==> src/rtl/mlb_pkg.sv <==
package mlb_pkg;
  typedef enum logic {
    MODE_FILL  = 1'b0,
    MODE_CHECK = 1'b1
  } mlb_mode_e;

  typedef enum logic [1:0] {
    ST_IDLE   = 2'd0,
    ST_SETUP  = 2'd1,
    ST_STROBE = 2'd2
  } mlb_state_e;
endpackage

==> src/rtl/mlb_lfsr.sv <==
module mlb_lfsr #(
  parameter int          W       = 16,
  parameter logic [W-1:0] TAPS   = 16'hB400,
  parameter bit          COMPACT = 1'b0
) (
  input  logic         clk,
  input  logic         rst_n,
  input  logic         load,
  input  logic [W-1:0] load_val,
  input  logic         shift,
  input  logic [W-1:0] din,
  output logic [W-1:0] q,
  output logic [W-1:0] q_next_shift
);
  logic [W-1:0] state_q, state_d, stepped;
  logic         fb;

  assign fb      = ^(state_q & TAPS);
  assign stepped = {state_q[W-2:0], fb};

  generate
    if (COMPACT) begin : g_compact
      assign q_next_shift = stepped ^ din;
    end else begin : g_gen
      assign q_next_shift = stepped ^ (din & {W{1'b0}});
    end
  endgenerate

  always_comb begin
    state_d = state_q;
    if (load)       state_d = load_val;
    else if (shift) state_d = q_next_shift;
  end

  always_ff @(posedge clk or negedge rst_n) begin
    if (!rst_n)             state_q <= '0;
    else if (load || shift) state_q <= state_d;
  end

  assign q = state_q;

  // the register only moves on a load or an access step
  p_hold_between_access_r6: assert property (@(posedge clk) disable iff (!rst_n)
    (!load && !shift) |=> $stable(state_q));
endmodule

==> src/rtl/mlb_seq.sv <==
module mlb_seq
  import mlb_pkg::*;
#(
  parameter int ADDR_W = 6,
  parameter int PASS_W = 8,
  parameter int DATA_W = 16
) (
  input  logic              clk,
  input  logic              rst_n,
  input  logic              cfg_start,
  input  logic              cfg_mode,
  input  logic [PASS_W-1:0] cfg_passes,
  input  logic              stat_rd,
  input  logic [DATA_W-1:0] fill_next,
  input  logic [DATA_W-1:0] sig_next,
  output logic              launch,
  output logic              fill_step,
  output logic              sig_step,
  output logic              busy,
  output logic              pass_flag,
  output logic [PASS_W-1:0] passes_done,
  output logic [DATA_W-1:0] result,
  output logic              ce_n,
  output logic              we_n,
  output logic              oe_n,
  output logic [ADDR_W-1:0] addr
);
  mlb_state_e        state_q, state_d;
  mlb_mode_e         mode_q;
  logic [ADDR_W-1:0] addr_q, addr_d;
  logic [PASS_W-1:0] target_q, done_q, done_d;
  logic              flag_q, flag_d;
  logic [DATA_W-1:0] result_q;
  logic              start_ok, access_end, pass_end, run_end, last_addr;

  assign start_ok   = cfg_start && (state_q == ST_IDLE);
  assign launch     = start_ok && (cfg_passes != '0);
  assign access_end = (state_q == ST_STROBE);
  assign last_addr  = (addr_q == {ADDR_W{1'b1}});
  assign pass_end   = access_end && last_addr;
  assign run_end    = pass_end && ((done_q + 1'b1) == target_q);

  always_comb begin
    state_d = state_q;
    case (state_q)
      ST_IDLE:   if (launch) state_d = ST_SETUP;
      ST_SETUP:  state_d = ST_STROBE;
      ST_STROBE: state_d = run_end ? ST_IDLE : ST_SETUP;
      default:   state_d = ST_IDLE;
    endcase
  end

  always_comb begin
    addr_d = addr_q;
    if (launch)          addr_d = '0;
    else if (access_end) addr_d = addr_q + 1'b1;
  end

  always_comb begin
    done_d = done_q;
    if (start_ok)      done_d = '0;
    else if (pass_end) done_d = done_q + 1'b1;
  end

  always_comb begin
    flag_d = flag_q;
    if (pass_end)    flag_d = 1'b1;
    else if (stat_rd) flag_d = 1'b0;
  end

  always_ff @(posedge clk or negedge rst_n) begin
    if (!rst_n) state_q <= ST_IDLE;
    else        state_q <= state_d;
  end

  always_ff @(posedge clk or negedge rst_n) begin
    if (!rst_n) begin
      mode_q   <= MODE_FILL;
      target_q <= '0;
    end else if (start_ok) begin
      mode_q   <= mlb_mode_e'(cfg_mode);
      target_q <= cfg_passes;
    end
  end

  always_ff @(posedge clk or negedge rst_n) begin
    if (!rst_n)                    addr_q <= '0;
    else if (launch || access_end) addr_q <= addr_d;
  end

  always_ff @(posedge clk or negedge rst_n) begin
    if (!rst_n)                    done_q <= '0;
    else if (start_ok || pass_end) done_q <= done_d;
  end

  always_ff @(posedge clk or negedge rst_n) begin
    if (!rst_n) flag_q <= 1'b0;
    else        flag_q <= flag_d;
  end

  always_ff @(posedge clk or negedge rst_n) begin
    if (!rst_n)        result_q <= '0;
    else if (pass_end) result_q <= (mode_q == MODE_FILL) ? fill_next : sig_next;
  end

  assign fill_step   = access_end && (mode_q == MODE_FILL);
  assign sig_step    = access_end && (mode_q == MODE_CHECK);
  assign busy        = (state_q != ST_IDLE);
  assign pass_flag   = flag_q;
  assign passes_done = done_q;
  assign result      = result_q;
  assign ce_n        = (state_q == ST_IDLE);
  assign we_n        = !(access_end && (mode_q == MODE_FILL));
  assign oe_n        = !(access_end && (mode_q == MODE_CHECK));
  assign addr        = addr_q;

  p_addr_wrap_r4: assert property (@(posedge clk) disable iff (!rst_n)
    pass_end |=> (addr_q == '0));

  p_count_bounded_r11: assert property (@(posedge clk) disable iff (!rst_n)
    (state_q != ST_IDLE) |-> (done_q < target_q));

  p_start_ignored_r9: assert property (@(posedge clk) disable iff (!rst_n)
    ((state_q != ST_IDLE) && cfg_start) |=> ($stable(mode_q) && $stable(target_q)));
endmodule

==> src/rtl/mem_lfsr_bist.sv <==
module mem_lfsr_bist #(
  parameter int               DATA_W   = 16,
  parameter int               ADDR_W   = 6,
  parameter int               PASS_W   = 8,
  parameter logic [DATA_W-1:0] GEN_TAPS = 16'hB400,
  parameter logic [DATA_W-1:0] SIG_TAPS = 16'hD008
) (
  input  logic              clk,
  input  logic              rst_n,
  input  logic              cfg_start,
  input  logic              cfg_mode,
  input  logic [PASS_W-1:0] cfg_passes,
  input  logic [DATA_W-1:0] cfg_seed,
  input  logic              stat_rd,
  output logic              stat_busy,
  output logic              stat_pass_done,
  output logic [PASS_W-1:0] stat_passes,
  output logic [DATA_W-1:0] stat_result,
  output logic              sram_ce_n,
  output logic              sram_we_n,
  output logic              sram_oe_n,
  output logic [ADDR_W-1:0] sram_addr,
  output logic [DATA_W-1:0] sram_wdata,
  input  logic [DATA_W-1:0] sram_rdata
);
  localparam int SYNC_LEN = 2;

  logic [SYNC_LEN-1:0] rst_sync_q;
  logic                core_rst_n;
  logic                launch, fill_step, sig_step;
  logic [DATA_W-1:0]   fill_q, fill_next, sig_q, sig_next;

  always_ff @(posedge clk or negedge rst_n) begin
    if (!rst_n) rst_sync_q <= '0;
    else        rst_sync_q <= {rst_sync_q[SYNC_LEN-2:0], 1'b1};
  end
  assign core_rst_n = rst_sync_q[SYNC_LEN-1];

  mlb_lfsr #(.W(DATA_W), .TAPS(GEN_TAPS), .COMPACT(1'b0)) gen_i (
    .clk(clk), .rst_n(core_rst_n), .load(launch), .load_val(cfg_seed),
    .shift(fill_step), .din('0), .q(fill_q), .q_next_shift(fill_next)
  );

  mlb_lfsr #(.W(DATA_W), .TAPS(SIG_TAPS), .COMPACT(1'b1)) sig_i (
    .clk(clk), .rst_n(core_rst_n), .load(launch), .load_val(cfg_seed),
    .shift(sig_step), .din(sram_rdata), .q(sig_q), .q_next_shift(sig_next)
  );

  mlb_seq #(.ADDR_W(ADDR_W), .PASS_W(PASS_W), .DATA_W(DATA_W)) seq_i (
    .clk(clk), .rst_n(core_rst_n), .cfg_start(cfg_start), .cfg_mode(cfg_mode),
    .cfg_passes(cfg_passes), .stat_rd(stat_rd), .fill_next(fill_next),
    .sig_next(sig_next), .launch(launch), .fill_step(fill_step),
    .sig_step(sig_step), .busy(stat_busy), .pass_flag(stat_pass_done),
    .passes_done(stat_passes), .result(stat_result), .ce_n(sram_ce_n),
    .we_n(sram_we_n), .oe_n(sram_oe_n), .addr(sram_addr)
  );

  assign sram_wdata = fill_q;

  p_setup_before_strobe_r5: assert property (@(posedge clk) disable iff (!core_rst_n)
    (!sram_we_n || !sram_oe_n) |-> $past(!sram_ce_n && sram_we_n && sram_oe_n));

  p_strobe_single_r5: assert property (@(posedge clk) disable iff (!core_rst_n)
    (!sram_we_n || !sram_oe_n) |=> (sram_we_n && sram_oe_n));

  p_strobes_exclusive_r5: assert property (@(posedge clk) disable iff (!core_rst_n)
    (sram_we_n || sram_oe_n));

  p_idle_quiet_r11: assert property (@(posedge clk) disable iff (!core_rst_n)
    !stat_busy |-> (sram_ce_n && sram_we_n && sram_oe_n));

  p_sig_frozen_fill_r3: assert property (@(posedge clk) disable iff (!core_rst_n)
    (stat_busy && !sram_we_n) |=> $stable(sig_q));
endmodule

==> config.mk <==
export PLATFORM = sky130hd
export DESIGN_NAME = mem_lfsr_bist
export DESIGN_NICKNAME = d
export VERILOG_FILES = /design/src/rtl/mlb_pkg.sv /design/src/rtl/mlb_lfsr.sv /design/src/rtl/mlb_seq.sv /design/src/rtl/mem_lfsr_bist.sv
export SDC_FILE = /design/constraint.sdc
export NUM_CORES = 1
export LEC_CHECK = 0
export BUFFER_PORTS_ARGS = -buffer_cell sky130_fd_sc_hd__buf_4
export CORE_MARGIN = 8
export CORE_UTILIZATION = 30
export DETAILED_ROUTE_END_ITERATION = 6
export PLACE_DENSITY = 0.58
export SLEW_MARGIN = 20
export SYNTH_ARGS = -nofsm -noshare
export SYNTH_HDL_FRONTEND = slang
export SYNTH_HIERARCHICAL = 1
export SYNTH_SLANG_ARGS = --single-unit
==> constraint.sdc <==
create_clock -name clk -period 2.31 [get_ports clk]
set_clock_uncertainty 0.15 [all_clocks]
set_input_delay 0.1155 -clock clk [delete_from_list [all_inputs] [get_ports clk]]
set_output_delay 0.1155 -clock clk [all_outputs]
set_load 0.005 [all_outputs]
==> flow_summary.ini, run 1 <==
[finish]
final_cells = 703
final_util = 0.411
fillers = 1326
multiInputGateArea_um2 = 1860
area_growth_pct = 34.9
seq_area_um2 = 1910
nets = 569
antenna_cells = 0
drive_gt1_frac = 0.245

[worst_setup_path]
critPathLaunchType = input port
slowest_stage = or4_1
critPathKind = in -> reg
critical_path_required_ns = 2.43
crit_path_end_kind = flip-flop
worst_ep_arrival_time_ns = 2.22
crit_chain = dlygate4sd3_1, buf_4, nor4_1, a21oi_4, or4_1, nand3_1
slowest_delay_ns = 0.57
cp_max_fo = 15

[logic_synthesis]
synthCells = 414
synth.net_count = 461
avgSynthCellArea_um2 = 9.67
yosysWarnings = 6
syn-cell-area_um2 = 4000

[route]
post-route-drc-count = 0
viasPerCell = 4.53
antenna_left = 0
first_pass_iters = 6
drt-wirelength-per-cell_um = 15.4
drt_iter0_drc = 164
num_vias = 3187
routed_wl_mm = 10.8

[clock_tree]
clock_path_buffers = 2
cts_root_buffer = clkbuf_16
cts_tree = yes
post_cts_resized = 0
cts_max_level = 3
cts_made_buffers = 9
cts_sinks = 76
clk_latency_ns = 0.34
clk_pin_slew_worst_paths_ns = 0.06
cts_setup_buffers = 0

[floorplan]
coreArea_um2 = 13100
die_h_um = 132
fp.dieArea_um2 = 17300
start_util = 0.305
die_width_um = 132
num_io_pins = 96
rows = 42

[sta]
fmax_mhz = 476
fin_crit_sh = 0.910
tightest_slew_ns = 0.567
slew_viol_final = 0
fin_setup_tns_ns = 0
finalSetupViolations = 0
rsz0062_at_grt = no
period_minus_slack_ns = 2.10
final-hold-violation-count = 0
relSlewSlack = 0.618

[global_routing]
overflow = 0
grt_pass1_wl_mm = 17.7
grt_pass1_vias = 3439
grt_max_degree = 44
antenna_found_initial = 0
gr-usage-all-layers = 0.127

[power_and_ir_drop]
p_leak_nw = 2.48
peakVddDrop_v = 0.000394
power_density_nw_per_um2 = 1080

[run]
cap_violations = 0

[placed_design]
post-dp-hpwl_mm = 7.90
port_buffers = 95
place_inst = 659
gp_congestion = 0.796

[status]
run_status = complete, no violations

[worst_hold_path]
hold_path.class = in -> reg
==> worst max-delay path, delay by kind of cell <==
kind            cells  cell delay, ns
compound gates      1            0.22
simple gates        3            1.20
buf+inv             2            0.68
==> routing by layer <==
metal / GRT usage / vias to the layer above / wire, um
met5: 0 / - / 0
met4: 0.0453 / 0 / 179
met3: 0.0396 / 12 / 528
met2: 0.207 / 62 / 5110
met1: 0.154 / 1515 / 4970
li1: - / 1598 / -
==> cell usage in the layout, fill, tap and decap left out, drive strengths merged, types with 2 or more instances in the layout <==
cell type / count
a21oi: 3
and2: 5
and3: 3
buf: 106
clkbuf: 10
clkinv: 3
clkinvlp: 2
dfrtp: 76
dlygate4sd3: 28
ha: 2
inv: 6
mux2i: 47
nand2: 89
nand2b: 3
nand3: 6
nand4: 3
nor2: 13
nor2b: 5
nor3b: 2
nor4: 2
o21ai: 62
o31ai: 2
xnor2: 9
xor2: 22
==> stage by stage <==
step / power (mW) / setup slack [ns] / hold slack, ns / instance area, um2
finish: 5.82 / 0.208 / 0.0268 / 5400
global route: 6.25 / 0.124 / 0.0482 / 5400
CTS: 5.90 / 0.199 / 0.0137 / 5400
detailed placement: 4.41 / 0.401 / -0.250 / 4820
global placement: 4.36 / 0.352 / -0.252 / 4820
floorplan: 3.77 / 0.269 / -0.330 / 4000
==> path summary, 6_finish.rpt <==
kind	slack (ns)	depth (start not counted)	from	to
max reg2reg	0.41	5	seq_i/state_q[1]$_DFFE_PN0P_	sig_i/q[12]$_DFFE_PN0P_
min reg2reg	0.13	0	rst_sync_q[1]$_DFF_PN0_	sig_i/q[11]$_DFFE_PN0P_
max	0.21	6	cfg_passes[5]	sig_i/q[0]$_DFFE_PN0P_
max in group asynchronous	1.28	1	rst_sync_q[1]$_DFF_PN0_	sig_i/q[10]$_DFFE_PN0P_
min in group asynchronous	0.13	0	rst_sync_q[1]$_DFF_PN0_	sig_i/q[11]$_DFFE_PN0P_
min	0.03	4	sram_rdata[3]	sig_i/q[3]$_DFFE_PN0P_
==> layout make-up <==
type,instances,area share
Multi-Input combinational cell,295,0.344
Timing Repair Buffer,134,0.202
Clock inverter,6,0.0137
Inverter,6,0.00417
Sequential cell,76,0.353
Clock buffer,10,0.0424
Tap cell,176,0.0408
==> repair_timing <==
action / 4_1_cts / 5_1_grt
hold buffers: 28 / 0
setup endpoints to repair: 0 / 0
hold endpoints to repair: 44 / 0
==> report_power, final <==
part | leakage (nW) | internal (mW) | switching (mW)
Sequential | 0.900 | 1.73 | 0.417
Clock | 0.141 | 0.848 | 0.577
Combinational | 1.44 | 1.13 | 1.12
Total | 2.48 | 3.70 | 2.12
==> flip-flops by register name, summed over array words and instances (netlist names), 2 cells and up <==
name / flops
seq_i/passes_done: 8
sig_i/q: 16
seq_i/state_q: 2
seq_i/target_q: 8
gen_i/q: 16
rst_sync_q: 2
seq_i/addr: 6
seq_i/result: 16
Note: power is estimated with default switching activity, not from simulation.
==> run 2, diff against run 1 <==
- CORE_MARGIN: 8 -> default
==> run 2 against run 1 <==
First-iteration DRC count up 7.3%. Via count increased by 2.0%. Setup slack got worse by 0.035 ns. Sequential share of layout area decreased by 0.32 points. Clock power increased by 5%. Combinational power grew 2%. Critical path depth unchanged. Register-to-register slack got worse by 0.05 ns. Non-clock buffer count is 3 higher. Cell area rose by 0.93%. Critical path type unchanged.
==> flow_summary.ini, run 2 (same netlist as run 1, synthesis figures left out) <==
[clock_tree]
clock_path_buffers = 2
cts_sinks = 76
clk_pin_slew_worst_paths_ns = 0.06
cts_made_buffers = 9
clk_latency_ns = 0.33
cts_tree = yes
cts_max_level = 3
cts_root_buffer = clkbuf_16
post_cts_resized = 0

[placed_design]
post-dp-hpwl_mm = 7.46
dpl-instance-area_um2 = 4850
gp_congestion = 0.819
port_buffers = 95

[worst_setup_path]
worstPathBufferInverterCount = 2
critPathKind = in -> reg
worst_ep_arrival_time_ns = 2.26
r2r_start = seq_i/state_q[1]$_DFFE_PN0P_
critPathLaunchType = input port
reg2reg_slack_ns = 0.36
startpoint = cfg_passes[1]
path_delay_family = simple AND/OR/NAND/NOR gates
crit_path_end_kind = flip-flop
slowest_delay_ns = 0.62
crit_chain = dlygate4sd3_1, buf_4, nor4_1, a21oi_4, or4_1, nand3_1
cp_max_fo = 8
critical_path_required_ns = 2.43
slowest_stage = nor4_1

[finish]
layout_common_cells = buf_4 (107), nand2_1 (89), dfrtp_1 (75)
antenna_cells = 0
final_util = 0.425
final_common_cell = buf_4
fin_area_um2 = 5450
drive_gt1_frac = 0.251
seq_area_um2 = 1910
fillers = 1266
nets = 572
multiInputGateArea_um2 = 1860
area_growth_pct = 36.1

[sta]
finalSetupViolations = 0
tightest_slew_ns = 0.693
fmax_mhz = 468
fin_crit_sh = 0.925
slew_viol_final = 0
relSlewSlack = 0.533
fin_setup_tns_ns = 0
period_minus_slack_ns = 2.14
final-hold-violation-count = 0
rsz0062_at_grt = no

[route]
drt_iter0_drc = 176
antenna_left = 0
post-route-drc-count = 0
routed_wl_mm = 10.3
viasPerCell = 4.63
drt-wirelength-per-cell_um = 14.6
num_vias = 3251
first_pass_iters = 5

[global_routing]
grt_max_degree = 51
antenna_found_initial = 0
gr-usage-all-layers = 0.154
grt_pass1_wl_mm = 16.6
overflow = 0
grt_pass1_vias = 3244

[floorplan]
die_h_um = 118
coreArea_um2 = 12800
start_util = 0.312
fp.dieArea_um2 = 13800
die_width_um = 118
num_io_pins = 96
rows = 41

[power_and_ir_drop]
intPower_mw = 3.84
p_leak_nw = 2.51
p_clk_frac = 0.251
combPwrFrac = 0.387
seqPwrFrac = 0.362
power_density_nw_per_um2 = 1090
peakVddDrop_v = 0.000464
switchingPower_mw = 2.09
p_sw_frac = 0.352

[worst_hold_path]
hold_path.class = in -> reg
hold_start = sram_rdata[2]

[run]
cap_violations = 0

[status]
run_status = complete, no violations
[run 2: cell count changes in the layout (fill, tap and decap cells not counted)]
cell and change:
clkbuf_1 -1, buf_4 +2, clkinv_2 +1, clkinvlp_4 -1, inv_8 -1, buf_12 +1, clkbuf_8 +4, clkinv_4 -2
[run 2: final cells by class]
type                    count  share of cell area
flip-flops and latches     76               0.350
multi-input cells         295               0.341
repair buffers            137               0.206
clock buffers              13              0.0514
well taps                 172              0.0395
clock inverters             3             0.00781
inverters                   6             0.00413
[run 2: metrics by stage]
step                      hold slack [ns]  total power, mW  std cells  worst slack, ns
after global routing               0.0360             6.35        702           0.0481
after floorplan                    -0.330             3.77        414            0.269
after global placement             -0.252             4.39        658            0.367
after detailed placement           -0.250             4.44        658            0.352
final                              0.0190             5.93        702            0.173
after CTS                          0.0109             6.02        702            0.166
[run 2: repair_timing]
action | 4_1_cts | 5_1_grt
hold buffers | 28 | 0
buffers inserted | 0 | 0
endpoints found under the hold margin | 44 | 0
[run 2: power by group through the flow]
stage | clock network (mW) | logic, mW | registers (mW)
2_1_floorplan | 0 | 1.69 | 2.07
3_3_place_gp | 0 | 2.23 | 2.16
3_5_place_dp | 0 | 2.27 | 2.18
4_1_cts | 1.54 | 2.32 | 2.16
5_1_grt | 1.58 | 2.56 | 2.21
6_report | 1.49 | 2.29 | 2.15
[run 2: final timing paths]
path,to,depth (start not counted)
min reg2reg,seq_i/result[10]$_DFFE_PN0P_,0
min,seq_i/result[2]$_DFFE_PN0P_,4
max in group asynchronous,gen_i/q[2]$_DFFE_PN0P_,1
min in group asynchronous,seq_i/result[10]$_DFFE_PN0P_,0
max,sig_i/q[0]$_DFFE_PN0P_,6
max reg2reg,gen_i/q[0]$_DFFE_PN0P_,7
[run 2: per-layer routing]
layer  part of all wire  GRT usage
met5                  0          0
met4              0.014     0.0489
met3              0.061     0.0533
met2               0.48      0.257
met1               0.44      0.187
[run 2: worst min-delay path: stages]
cell	delay [ns]
buf_4	0.08
xor2_1	0.07
mux2i_1	0.13
o21ai_1	0.07
